--- src/rtl/dreq_pkg.sv ---
package dreq_pkg;
  typedef enum logic {
    ST_IDLE = 1'b0,
    ST_BUSY = 1'b1
  } xfer_state_e;
endpackage

--- src/rtl/dreq_sync.sv ---
module dreq_sync #(
  parameter int STAGES = 2
) (
  input  logic clk_i,
  input  logic rst_ni,
  input  logic async_i,
  input  logic any_edge_i,
  output logic level_o,
  output logic edge_o
);
  localparam int LAST = STAGES - 1;

  logic [STAGES-1:0] sync_q;
  logic              prev_q;

  generate
    for (genvar i = 0; i < STAGES; i++) begin : g_stage
      if (i == 0) begin : g_first
        always_ff @(posedge clk_i or negedge rst_ni) begin
          if (!rst_ni) sync_q[0] <= 1'b0;
          else         sync_q[0] <= async_i;
        end
      end else begin : g_next
        always_ff @(posedge clk_i or negedge rst_ni) begin
          if (!rst_ni) sync_q[i] <= 1'b0;
          else         sync_q[i] <= sync_q[i-1];
        end
      end
    end
  endgenerate

  always_ff @(posedge clk_i or negedge rst_ni) begin
    if (!rst_ni) prev_q <= 1'b0;
    else         prev_q <= sync_q[LAST];
  end

  assign level_o = sync_q[LAST];
  // falling-only or either edge
  assign edge_o  = any_edge_i ? (prev_q ^ sync_q[LAST]) : (prev_q & ~sync_q[LAST]);
endmodule

--- src/rtl/dreq_cnt.sv ---
module dreq_cnt #(
  parameter int CNT_W = 16
) (
  input  logic             clk_i,
  input  logic             rst_ni,
  input  logic             load_i,
  input  logic [CNT_W-1:0] val_i,
  input  logic [CNT_W-1:0] mark_i,
  input  logic             clr_i,
  input  logic             dec_i,
  output logic [CNT_W-1:0] cnt_o,
  output logic             done_o,
  output logic             oob_o,
  output logic             can_run_o,
  output logic             last_op_o
);
  localparam logic [CNT_W-1:0] ONE = CNT_W'(1);

  logic [CNT_W-1:0] cnt_q;
  logic [CNT_W-1:0] cnt_dec;
  logic             done_q, oob_q;
  logic             dec_ok;

  assign cnt_dec = cnt_q - ONE;
  assign dec_ok  = dec_i && !load_i && (cnt_q != '0);

  always_ff @(posedge clk_i or negedge rst_ni) begin
    if (!rst_ni) begin
      cnt_q  <= '0;
      done_q <= 1'b0;
      oob_q  <= 1'b0;
    end else begin
      if (load_i)      cnt_q <= val_i;
      else if (dec_ok) cnt_q <= cnt_dec;
      done_q <= (done_q & ~clr_i) | (dec_ok && (cnt_dec == mark_i));
      oob_q  <= (oob_q  & ~clr_i) | (dec_ok && (cnt_q == ONE));
    end
  end

  assign cnt_o     = cnt_q;
  assign done_o    = done_q;
  assign oob_o     = oob_q;
  assign can_run_o = !oob_q && (cnt_q != '0);
  assign last_op_o = (cnt_q == ONE);

  assert_cnt_dec_R7: assert property (@(posedge clk_i) disable iff (!rst_ni)
    (dec_i && !load_i && cnt_q != '0) |=> (cnt_q == $past(cnt_q) - ONE));
  assert_cnt_hold_R7: assert property (@(posedge clk_i) disable iff (!rst_ni)
    (!dec_i && !load_i) |=> $stable(cnt_q));
  assert_last_sets_oob_R8: assert property (@(posedge clk_i) disable iff (!rst_ni)
    (dec_i && !load_i && cnt_q == ONE) |=> oob_q);
endmodule

--- src/rtl/dreq_fsm.sv ---
module dreq_fsm
  import dreq_pkg::*;
(
  input  logic clk_i,
  input  logic rst_ni,
  input  logic level_mode_i,
  input  logic req_lvl_i,
  input  logic req_edge_i,
  input  logic can_run_i,
  input  logic last_op_i,
  input  logic bus_ack_i,
  input  logic flush_i,
  output logic busy_o,
  output logic op_done_o
);
  xfer_state_e state_q, state_d;
  logic        pend_q, pend_d;
  logic        want, consume;

  assign want      = level_mode_i ? req_lvl_i : (pend_q | req_edge_i);
  assign op_done_o = (state_q == ST_BUSY) && bus_ack_i;

  always_comb begin
    state_d = state_q;
    consume = 1'b0;
    unique case (state_q)
      ST_IDLE: if (can_run_i && want) begin
        state_d = ST_BUSY;
        consume = 1'b1;
      end
      ST_BUSY: if (bus_ack_i) begin
        // level is checked on the edge that ends the cycle
        if (want && !last_op_i) consume = 1'b1;
        else                    state_d = ST_IDLE;
      end
      default: state_d = ST_IDLE;
    endcase
  end

  always_comb begin
    if (level_mode_i || flush_i) pend_d = 1'b0;
    else                         pend_d = (pend_q | req_edge_i) & ~consume;
  end

  always_ff @(posedge clk_i or negedge rst_ni) begin
    if (!rst_ni) begin
      state_q <= ST_IDLE;
      pend_q  <= 1'b0;
    end else begin
      state_q <= state_d;
      pend_q  <= pend_d;
    end
  end

  assign busy_o = (state_q == ST_BUSY);

  assert_req_held_R6: assert property (@(posedge clk_i) disable iff (!rst_ni)
    (busy_o && !bus_ack_i) |=> busy_o);
  assert_pend_served_R5: assert property (@(posedge clk_i) disable iff (!rst_ni)
    (!busy_o && pend_q && can_run_i && !level_mode_i) |=> busy_o);
endmodule

--- src/rtl/dreq_hs_ctrl.sv ---
module dreq_hs_ctrl #(
  parameter int CNT_W       = 16,
  parameter int SYNC_STAGES = 2
) (
  input  logic             clk_i,
  input  logic             rst_ni,
  input  logic             level_mode_i,
  input  logic             any_edge_i,
  input  logic             dreq_i,
  input  logic             bus_ack_i,
  input  logic             cnt_load_i,
  input  logic [CNT_W-1:0] cnt_val_i,
  input  logic [CNT_W-1:0] done_mark_i,
  input  logic             flag_clr_i,
  output logic             bus_req_o,
  output logic             periph_ack_o,
  output logic [CNT_W-1:0] cnt_o,
  output logic             done_o,
  output logic             oob_o
);
  logic req_lvl, req_edge, can_run, last_op, busy, op_done;

  dreq_sync #(.STAGES(SYNC_STAGES)) u_sync (
    .clk_i      (clk_i),
    .rst_ni     (rst_ni),
    .async_i    (dreq_i),
    .any_edge_i (any_edge_i),
    .level_o    (req_lvl),
    .edge_o     (req_edge)
  );

  dreq_fsm u_fsm (
    .clk_i        (clk_i),
    .rst_ni       (rst_ni),
    .level_mode_i (level_mode_i),
    .req_lvl_i    (req_lvl),
    .req_edge_i   (req_edge),
    .can_run_i    (can_run),
    .last_op_i    (last_op),
    .bus_ack_i    (bus_ack_i),
    .flush_i      (cnt_load_i),
    .busy_o       (busy),
    .op_done_o    (op_done)
  );

  dreq_cnt #(.CNT_W(CNT_W)) u_cnt (
    .clk_i     (clk_i),
    .rst_ni    (rst_ni),
    .load_i    (cnt_load_i),
    .val_i     (cnt_val_i),
    .mark_i    (done_mark_i),
    .clr_i     (flag_clr_i),
    .dec_i     (op_done),
    .cnt_o     (cnt_o),
    .done_o    (done_o),
    .oob_o     (oob_o),
    .can_run_o (can_run),
    .last_op_o (last_op)
  );

  assign bus_req_o    = busy;
  assign periph_ack_o = busy;

  assert_no_req_when_empty_R8: assert property (@(posedge clk_i) disable iff (!rst_ni)
    ((oob_o || cnt_o == '0) && !bus_req_o) |=> !bus_req_o);
endmodule

--- config.mk ---
export PLATFORM = sky130hd
export DESIGN_NAME = dreq_hs_ctrl
export DESIGN_NICKNAME = d
export VERILOG_FILES = /design/src/rtl/dreq_pkg.sv /design/src/rtl/dreq_sync.sv /design/src/rtl/dreq_cnt.sv /design/src/rtl/dreq_fsm.sv /design/src/rtl/dreq_hs_ctrl.sv
export SDC_FILE = /design/constraint.sdc
export NUM_CORES = 1
export LEC_CHECK = 0
export ABC_AREA = 1
export BUFFER_PORTS_ARGS = -buffer_cell sky130_fd_sc_hd__buf_2
export CORE_MARGIN = 3
export CORE_UTILIZATION = 40
export DETAILED_ROUTE_END_ITERATION = 10
export PLACE_DENSITY = 0.76
export SLEW_MARGIN = 10
export SYNTH_ARGS = -nofsm -noshare
export SYNTH_HDL_FRONTEND = slang
export SYNTH_SLANG_ARGS = --single-unit
--- constraint.sdc ---
create_clock -name clk_i -period 2.75 [get_ports clk_i]
set_clock_uncertainty 0.2 [all_clocks]
set_input_delay 0.55 -clock clk_i [delete_from_list [all_inputs] [get_ports clk_i]]
set_output_delay 0.55 -clock clk_i [all_outputs]
set_load 0.01 [all_outputs]
==> summary.txt <==
Synthesis
  • Synth area leaders: dfrtp_1 (31%), nand2_1 (17%), nand3_1 (9.5%)
  • Yosys cell types: 30
  • FF+latch count, synth: 23
  • Seq/Total Area, Yosys: 31.1%
  • Mean post-synth cell area: 6.97 um^2
  • Share of the synthesized area in the top cell type: between 30% and 40%
  • Synthesized cell area: 0.00185 mm^2
  • Mapped Nets: between 300 and 400
  • Syn Inst Count: 266
  • Yosys warning count: 0
  • Cell taking the most area after synthesis: dfrtp_1

Clock network
  • # clock sinks: 23
  • CTS tree: done
  • Inserted Clock Buffers: 3
  • Clk pin slew, worst setup/hold paths: 90 ps
  • Clock latency at the later pin of the worst-skew pair: about 270 ps
  • CTS H-tree depth: 1
  • Clock root cell: clkbuf_8
  • CTS max path bufs: 2
  • Hold buffer count at cts: 0

Routing
  • Vias per std cell: 5.15
  • DRT antenna net count: 0
  • Metal-1 WL: between 2000 and 2500 um
  • Highest routed metal layer: met4
  • WL per Instance: about 13 um
  • Drt drc: 0
  • Post-Route WL: 4870 um
  • Initial drt markers: 194
  • Met2 WL post-DR: 2340 um
  • DR vias: 1940
  • Met3 Wirelength: 280 um
  • Detailed Routing Iterations Pass 1: 4

GRT
  • Gr usage total: between 10% and 20%
  • Grt total ovfl: 0
  • Vias in the first global route: 1773
  • Largest net degree at the start of global routing: 24
  • First-pass GRT wire length: slightly above 8000 um
  • Initial antenna violation count: 0

Pwr
  • Sw frac: 41.2%
  • Total chip power: 1.15 mW
  • Sequential group share of total power: 39.1%
  • PwrDens: ~500 mW/mm^2
  • VDD IR max: 0.222 mV
  • Comb power frac: 41.4%
  • Clock network fraction of total power: 19.5%
  • Switch Pwr: around 0.47 mW
  • Leakage: 1.25 nW
  • P_int: 0.676 mW

Floorplan
  • Number of top-level pins: 60
  • Core footprint: between 0.004 and 0.005 mm^2
  • Die Area: 0.00548 mm^2
  • Die Span Y: 74.1 um
  • FP Rows: 24
  • Starting Density: 42.0%
  • Die X: 74.1 um

STA
  • FMAX: 410 MHz
  • Fin worst setup slack: between 300 and 400 ps
  • Final worst-path cycle share: 88.7%
  • Slew margin rel.: 64.3%
  • Count of final max-slew check failures: 0
  • Min Tclk post-route: 2440 ps
  • Final number of setup-violating endpoints: 0
  • Post-route setup TNS: 0 ps
  • RSZ-0062 raised after global routing: false
  • Worst-margin pin slew: 536 ps
  • Final Hold Fails: 0

Setup path
  • Critical Path Fanout Max: 16
  • Critical Path RT: 2740 ps
  • Nature of the critical path startpoint: flip-flop
  • Critical path data arrival time: ~2400 ps
  • Crit end category: flip-flop
  • WS Path Type: reg -> reg

Finish
  • Fillers: 427
  • Layout area overhead: 20.7%
  • Commonest non-fill, non-tap cell in the layout: nand2_1
  • Share of layout cells above drive strength 1: 26.5%
  • Antenna fix cells: 0
  • Nets: 369
  • Most frequent cells in the layout: nand2_1 (82), buf_2 (59), inv_1 (36)

Placed design
  • Final RePlAce weighted congestion: 0.925
  • IO buf count: 59
  • Post-Place Setup Slack: approximately 230 ps
  • DP Wirelength: 3930 um

Worst hold path
  • Hold Crit Class: in -> async

Outcome
  • Run status: finished, final reports clean

Job
  • Max Cap Viol: 0
cell usage after synthesis:
library cell	number
a21oi_1	2
a22oi_1	1
buf_4	1
buf_6	2
clkbuf_1	3
dfrtp_1	23
ha_1	3
inv_1	36
inv_2	1
nand2_1	82
nand2_2	3
nand2_4	2
nand3_1	35
nand3b_1	2
nand4_1	2
nor2_1	28
nor2_2	1
nor2_4	2
nor2_8	1
nor3_1	4
o211ai_2	9
o21ai_0	5
o21ai_2	1
o21bai_1	1
o221ai_1	6
o22ai_1	1
or2_1	1
xnor2_1	3
xnor3_1	2
xor2_1	3
path summary, 6_finish.rpt:
kind	start	to	slack, ps	cells past startpoint
min	rst_ni	u_cnt.cnt_o[6]	50	1
max in group asynchronous	rst_ni	u_cnt.cnt_o[10]	1940	1
min reg2reg	u_sync.sync_q[0]	u_sync.level_o	170	0
min in group clk_i	u_sync.sync_q[0]	u_sync.level_o	170	0
max	u_cnt.cnt_o[0]	u_cnt.cnt_o[6]	310	9
max reg2reg	u_cnt.cnt_o[0]	u_cnt.cnt_o[6]	310	9
critical path: stages, from the launching register on:
cell and delay (ps):
dfrtp_1 430, inv_1 170, ha_1 300, nand2_4 120, nor2_8 170, nand2_4 70, nand2_2 170, inv_2 50
or2_2 460, o221ai_1 220
registers in the layout, indices dropped and copies added, names as in the netlist:
name            count
u_cnt.oob_o         1
u_sync.sync_q       1
u_sync.prev_q       1
u_sync.level_o      1
u_cnt.cnt_o        16
u_fsm.busy_o        1
u_fsm.pend_q        1
u_cnt.done_o        1
through the flow:
step / utilization (%) / hold slack (ps) / cells / area, um^2
floorplan: - / 54.4 / 266 / 1850
CTS: 50.7 / 68.0 / 377 / 2240
global route: 50.7 / 87.2 / 377 / 2240
global placement: 49.5 / 133 / 373 / 2190
finish: 50.7 / 47.9 / 377 / 2240
detailed placement: 49.5 / 147 / 373 / 2190
power groups by stage:
| stage | Combinational [mW] | Clock, mW | Sequential, mW |
|---|---|---|---|
| final | 0.476 | 0.224 | 0.451 |
| after global routing | 0.540 | 0.247 | 0.458 |
| after CTS | 0.479 | 0.229 | 0.450 |
| after detailed placement | 0.478 | 0 | 0.457 |
| after global placement | 0.470 | 0 | 0.454 |
| after floorplan | 0.320 | 0 | 0.463 |
timing repair:
item / in CTS / in global routing
buffers inserted: 0 / 0
gates resized for setup: 0 / 1
endpoints found under the setup margin: 0 / 1
cell families after synthesis:
logic type / synth area share [%]
xor gates and xnor gates: 5.27
adders and majority gates: 2.03
buffers and inverters: 9.72
and+or+nand+nor: 39.5
DFF: 31.1
AOI/OAI and AO/OA: 12.4
area by class of cell:
| class | instances | area, um^2 | area share (%) |
|---|---|---|---|
| clock buffer | 3 | 41.3 | 1.85 |
| inverter | 37 | 139 | 6.21 |
| multi-input combinational | 200 | 1100 | 49.1 |
| sequential | 23 | 576 | 25.7 |
| clock inverter | 1 | 7.51 | 0.336 |
| tap | 52 | 65.1 | 2.91 |
| timing repair buffer | 61 | 310 | 13.9 |
metal layers:
layer | vias to the layer above | GRT usage [%]
met5 | - | 0
met4 | 0 | 6.04
met3 | 4 | 2.70
met2 | 60 | 31.2
met1 | 897 | 26.5
li1 | 979 | -
Power figures use the tool's default switching activity.
